File: src/rtl/semTokPkg.sv
package semTokPkg;
  localparam int unsigned TOKEN_COUNT = 8;
  localparam int unsigned IDX_W = $clog2(TOKEN_COUNT);

  typedef enum logic [1:0] {
    OWN_NONE  = 2'd0,
    OWN_LEFT  = 2'd1,
    OWN_RIGHT = 2'd2
  } ownerE;

  typedef struct packed {
    logic [TOKEN_COUNT-1:0] reqLeft;
    logic [TOKEN_COUNT-1:0] relLeft;
    logic [TOKEN_COUNT-1:0] reqRight;
    logic [TOKEN_COUNT-1:0] relRight;
  } strobeS;
endpackage

File: src/rtl/sem_ctrl.sv
module sem_ctrl
  import semTokPkg::*;
(
  input  logic             leftSel,
  input  logic             leftWr,
  input  logic [IDX_W-1:0] leftIdx,
  input  logic             leftBit,
  input  logic             rightSel,
  input  logic             rightWr,
  input  logic [IDX_W-1:0] rightIdx,
  input  logic             rightBit,
  output strobeS           strobes
);
  logic leftWrite;
  logic rightWrite;

  assign leftWrite  = leftSel && leftWr;
  assign rightWrite = rightSel && rightWr;

  for (genvar t = 0; t < TOKEN_COUNT; t++) begin : g_dec
    logic leftHit;
    logic rightHit;
    assign leftHit  = leftWrite && (leftIdx == IDX_W'(t));
    assign rightHit = rightWrite && (rightIdx == IDX_W'(t));
    assign strobes.reqLeft[t]  = leftHit && !leftBit;
    assign strobes.relLeft[t]  = leftHit && leftBit;
    assign strobes.reqRight[t] = rightHit && !rightBit;
    assign strobes.relRight[t] = rightHit && rightBit;
  end
endmodule

File: src/rtl/sem_cell.sv
module sem_cell
  import semTokPkg::*;
(
  input  logic clk,
  input  logic rstN,
  input  logic reqLeft,
  input  logic relLeft,
  input  logic reqRight,
  input  logic relRight,
  output logic ownLeft,
  output logic ownRight
);
  ownerE owner, ownerNext;
  logic  waitLeft, waitLeftNext;
  logic  waitRight, waitRightNext;

  always_comb begin
    ownerNext     = owner;
    waitLeftNext  = waitLeft;
    waitRightNext = waitRight;
    unique case (owner)
      OWN_NONE: begin
        if (reqLeft) begin
          ownerNext     = OWN_LEFT;
          waitRightNext = reqRight;
        end else if (reqRight) begin
          ownerNext = OWN_RIGHT;
        end
      end
      OWN_LEFT: begin
        if (relLeft) begin
          ownerNext     = (waitRight || reqRight) ? OWN_RIGHT : OWN_NONE;
          waitRightNext = 1'b0;
        end else begin
          waitRightNext = waitRight || reqRight;
        end
      end
      OWN_RIGHT: begin
        if (relRight) begin
          ownerNext    = (waitLeft || reqLeft) ? OWN_LEFT : OWN_NONE;
          waitLeftNext = 1'b0;
        end else begin
          waitLeftNext = waitLeft || reqLeft;
        end
      end
      default: begin
        ownerNext     = OWN_NONE;
        waitLeftNext  = 1'b0;
        waitRightNext = 1'b0;
      end
    endcase
  end

  always_ff @(posedge clk) begin
    if (!rstN) begin
      owner     <= OWN_NONE;
      waitLeft  <= 1'b0;
      waitRight <= 1'b0;
    end else begin
      owner     <= ownerNext;
      waitLeft  <= waitLeftNext;
      waitRight <= waitRightNext;
    end
  end

  assign ownLeft  = (owner == OWN_LEFT);
  assign ownRight = (owner == OWN_RIGHT);
endmodule

File: src/rtl/sem_bank.sv
module sem_bank
  import semTokPkg::*;
(
  input  logic             clk,
  input  logic             rstN,
  input  strobeS           strobes,
  input  logic             leftSel,
  input  logic [IDX_W-1:0] leftIdx,
  input  logic             rightSel,
  input  logic [IDX_W-1:0] rightIdx,
  output logic             leftRd,
  output logic             rightRd
);
  logic [TOKEN_COUNT-1:0] ownLeftVec;
  logic [TOKEN_COUNT-1:0] ownRightVec;

  for (genvar t = 0; t < TOKEN_COUNT; t++) begin : g_cell
    sem_cell u_cell (
      .clk      (clk),
      .rstN     (rstN),
      .reqLeft  (strobes.reqLeft[t]),
      .relLeft  (strobes.relLeft[t]),
      .reqRight (strobes.reqRight[t]),
      .relRight (strobes.relRight[t]),
      .ownLeft  (ownLeftVec[t]),
      .ownRight (ownRightVec[t])
    );
  end

  assign leftRd  = !(leftSel && ownLeftVec[leftIdx]);
  assign rightRd = !(rightSel && ownRightVec[rightIdx]);
endmodule

File: src/rtl/sem_token_unit.sv
module sem_token_unit
  import semTokPkg::*;
(
  input  logic             clk,
  input  logic             rstN,
  input  logic             leftSel,
  input  logic             leftWr,
  input  logic [IDX_W-1:0] leftIdx,
  input  logic             leftBit,
  output logic             leftRd,
  input  logic             rightSel,
  input  logic             rightWr,
  input  logic [IDX_W-1:0] rightIdx,
  input  logic             rightBit,
  output logic             rightRd
);
  strobeS strobes;

  sem_ctrl u_ctrl (
    .leftSel  (leftSel),
    .leftWr   (leftWr),
    .leftIdx  (leftIdx),
    .leftBit  (leftBit),
    .rightSel (rightSel),
    .rightWr  (rightWr),
    .rightIdx (rightIdx),
    .rightBit (rightBit),
    .strobes  (strobes)
  );

  sem_bank u_bank (
    .clk      (clk),
    .rstN     (rstN),
    .strobes  (strobes),
    .leftSel  (leftSel),
    .leftIdx  (leftIdx),
    .rightSel (rightSel),
    .rightIdx (rightIdx),
    .leftRd   (leftRd),
    .rightRd  (rightRd)
  );
endmodule

File: config.mk
export PLATFORM = sky130hd
export DESIGN_NAME = sem_token_unit
export DESIGN_NICKNAME = d
export VERILOG_FILES = /design/src/rtl/semTokPkg.sv /design/src/rtl/sem_ctrl.sv /design/src/rtl/sem_cell.sv /design/src/rtl/sem_bank.sv /design/src/rtl/sem_token_unit.sv
export SDC_FILE = /design/constraint.sdc
export NUM_CORES = 1
export LEC_CHECK = 0
export ABC_AREA = 1
export BUFFER_PORTS_ARGS = -buffer_cell sky130_fd_sc_hd__buf_2
export CAP_MARGIN = 20
export CORE_ASPECT_RATIO = 1.75
export CORE_MARGIN = 2
export CORE_UTILIZATION = 40
export CTS_BUF_LIST = sky130_fd_sc_hd__clkbuf_2 sky130_fd_sc_hd__clkbuf_4 sky130_fd_sc_hd__clkbuf_8
export DETAILED_ROUTE_END_ITERATION = 7
export GPL_ROUTABILITY_DRIVEN = 1
export SKIP_CTS_REPAIR_TIMING = 1
export SLEW_MARGIN = 40
export SYNTH_ARGS = -nofsm -noshare
export SYNTH_HDL_FRONTEND = slang
export SYNTH_SLANG_ARGS = --single-unit
File: constraint.sdc
create_clock -name clk -period 2.3 [get_ports clk]
set_clock_uncertainty 0.2 [all_clocks]
set_input_delay 0.23 -clock clk [delete_from_list [all_inputs] [get_ports clk]]
set_output_delay 0.23 -clock clk [all_outputs]
set_load 0.005 [all_outputs]
==> metrics.cfg <==
[route]
drc=0
first_pass_iters=5
wl_per_cell_um=12.0
avgViaCountPerCell=4.98
drtAntennaViolNets=0
wl_um=6190
vias=2573
first_iter_violations=124

[worst_hold_path]
hold_class=in2reg
holdPathEnd=u_bank.g_cell[6].u_cell.owner[1]
hp-start=rstN
whs_path_depth=3

[worst_setup_path]
reg2reg_from=u_bank.g_cell[6].u_cell.owner[1]
crit_chain=inv_1, o21ai_0, nand3_1, o21ai_0, nand2_1, buf_2
reg2reg_to=u_bank.g_cell[6].u_cell.owner[0]
path_delay_family=compound AO/OA/AOI/OAI gates
rr_worst_depth=7
cpMaxStageDelayCell=dfxtp_1
worstSetupPathType=reg2out
path_buf_inv=2
slowest_delay_ns=0.37
endpoint_kind=output port
required_ns=1.87
cp-start-kind=flop
critical_path_arrival_ns=1.50
path_max_fanout=4
rrSetupSlack_ns=0.84
cpMostUsedCell=o21ai_0

[yosys]
muxShareOfSynthArea_pct=0
ys_types=24
yosys.area.top_type=dfxtp_1
syn_nets=434
ys_async_sr_fraction_pct=0
synth_compound_area_share_pct=10.6
syn_inst=420
synth_edf_count=0
yosysSeqAreaShare_pct=25.4
synth_top_family_by_area=simple AND/OR/NAND/NOR gates
synthSimpleGateAreaFrac_pct=52.6
netlist_area_sq_um=2520
syn-mean-instance-area_sq_um=5.99
synthTopCellsByArea=dfxtp_1, nand2_1, nand3_1
ys.flop_type=dfxtp_1
synth-xor-area-share_pct=0
synth-seq-cells=32
synth-adder-area-share_pct=0
yosys_warnings=0
netlist.area_leader.share_pct=25.4

[cts]
htree_levels=2
cts.sinks=32
clock_latency_ns=0.29
clk_pin_slew_ns=0.07
clk_path_buf_depth=2
root_buffer=clkbuf_8
cts_tree=done
cts_buffers=5

[power_and_ir_drop]
total_power_mw=2.18
ir_drop_v=0.000416
leakage_nw=1.28
power_density_nw_per_um2=794

[floorplanning]
dieWidth_um=64.0
start_util_pct=41.0
io_pins=16
die_h_um=109
die-area_sq_um=6970
row_count=38
core_sq_um=6130

[placement]
gp_congestion=0.790
place_ws_ns=0.653
dp_hpwl_um=4990
place_inst=509
io_buffers=15

[sta]
rsz0062_at_grt=false
finalHoldViolCount=0
relSlewSlack_pct=77.8
worst_slack_ns=0.367
worst_pin_slew_ns=0.332
finalCriticalPeriod_ns=1.93
final_max_slew_viol_count=0
post-route-period-util_pct=84.0
tns_ns=0
clock.fmax_mhz=517
setup_viol=0

[layout]
final_common_cell=nand2_1
mostFrequentLayoutCells=nand2_1, nand3_1, nor2_1
nFillCells=672
area_growth_pct=9.24
antenna_cells=0
layout.cells.non_filler=517
drive_above_1_share_pct=17.6
fin_util_pct=44.8
fin_nets=450

[global_routing]
antenna_found_initial=0
grt_overflow_total=0
grt_use_total_pct=19.6
grt_pass1_wl_um=10600
grt_pass1_vias=2418
grt_max_degree=16

[job]
cap_viol_max_count=0

[run_status]
status=complete, no violations

==> cell type report <==
type | count | area (sq um) | share of cell area, %
sequential | 32 | 641 | 23.3
clock buffer | 8 | 97.6 | 3.55
inverter | 63 | 239 | 8.69
tap | 80 | 100 | 3.64
timing repair buffer | 16 | 82.6 | 3.00
multi-input combinational | 318 | 1590 | 57.8
==> per-stage QoR <==
step	hold WS, ns	instance area (sq um)
after floorplan	0.239	2520
after global placement	0.245	2650
after detailed placement	0.249	2650
after CTS	0.120	2750
after global routing	0.133	2750
final	0.125	2750
==> worst max-delay path by stage <==
stage	cells after the start	slack, ns	end	start
finish	6	0.37	leftRd	u_bank.g_cell[4].u_cell.owner[0]
global route	6	0.21	leftRd	u_bank.g_cell[7].u_cell.owner[0]
CTS	8	0.38	rightRd	u_bank.g_cell[5].u_cell.owner[1]
detailed placement	7	0.65	leftRd	leftIdx[1]
global placement	7	0.64	leftRd	leftIdx[1]
floorplan	9	0.97	u_bank.g_cell[6].u_cell.owner[0]	rightSel
==> worst reg2reg max path, delay by kind of cell, from the launching register on <==
kind,cells,cell delay [ns]
buffers and inverters,2,0.18
AO/OA/AOI/OAI,1,0.15
AND/OR/NAND/NOR,4,0.40
flip-flops,1,0.41
==> where the power goes <==
part	internal, mW	switching [mW]
Sequential	0.630	0.0775
Combinational	0.329	0.657
Clock	0.268	0.221
==> cell usage after synthesis, types with 6 or more instances <==
master / number
nand2_1: 131
nand3_1: 44
nor2_1: 44
inv_1: 42
dfxtp_1: 32
a21oi_1: 29
nand3_2: 18
o21ai_0: 13
clkinv_1: 11
nand2_2: 11
inv_2: 9
nand4_1: 6
==> layer usage <==
| metal | vias to the layer above | global-route usage [%] | share of wire (%) |
|---|---|---|---|
| li1 | 1370 | - | - |
| met1 | 1164 | 22.4 | 41 |
| met2 | 32 | 36.3 | 54 |
| met3 | 7 | 2.48 | 2.7 |
| met4 | 0 | 7.76 | 1.7 |
| met5 | - | 0 | 0 |
==> cell families (layout without fill, tap and decap cells) <==
family	after synthesis	in the layout
buf+inv	70	87
compound gates	50	50
simple gates	268	268
flops	32	32
==> registers in the layout, summed over array words and instances, names as in the netlist <==
register,flops
u_bank.g_cell.u_cell.owner,16
u_bank.g_cell.u_cell.waitLeft,8
u_bank.g_cell.u_cell.waitRight,8
No activity file was read; power rests on OpenSTA's default activity.
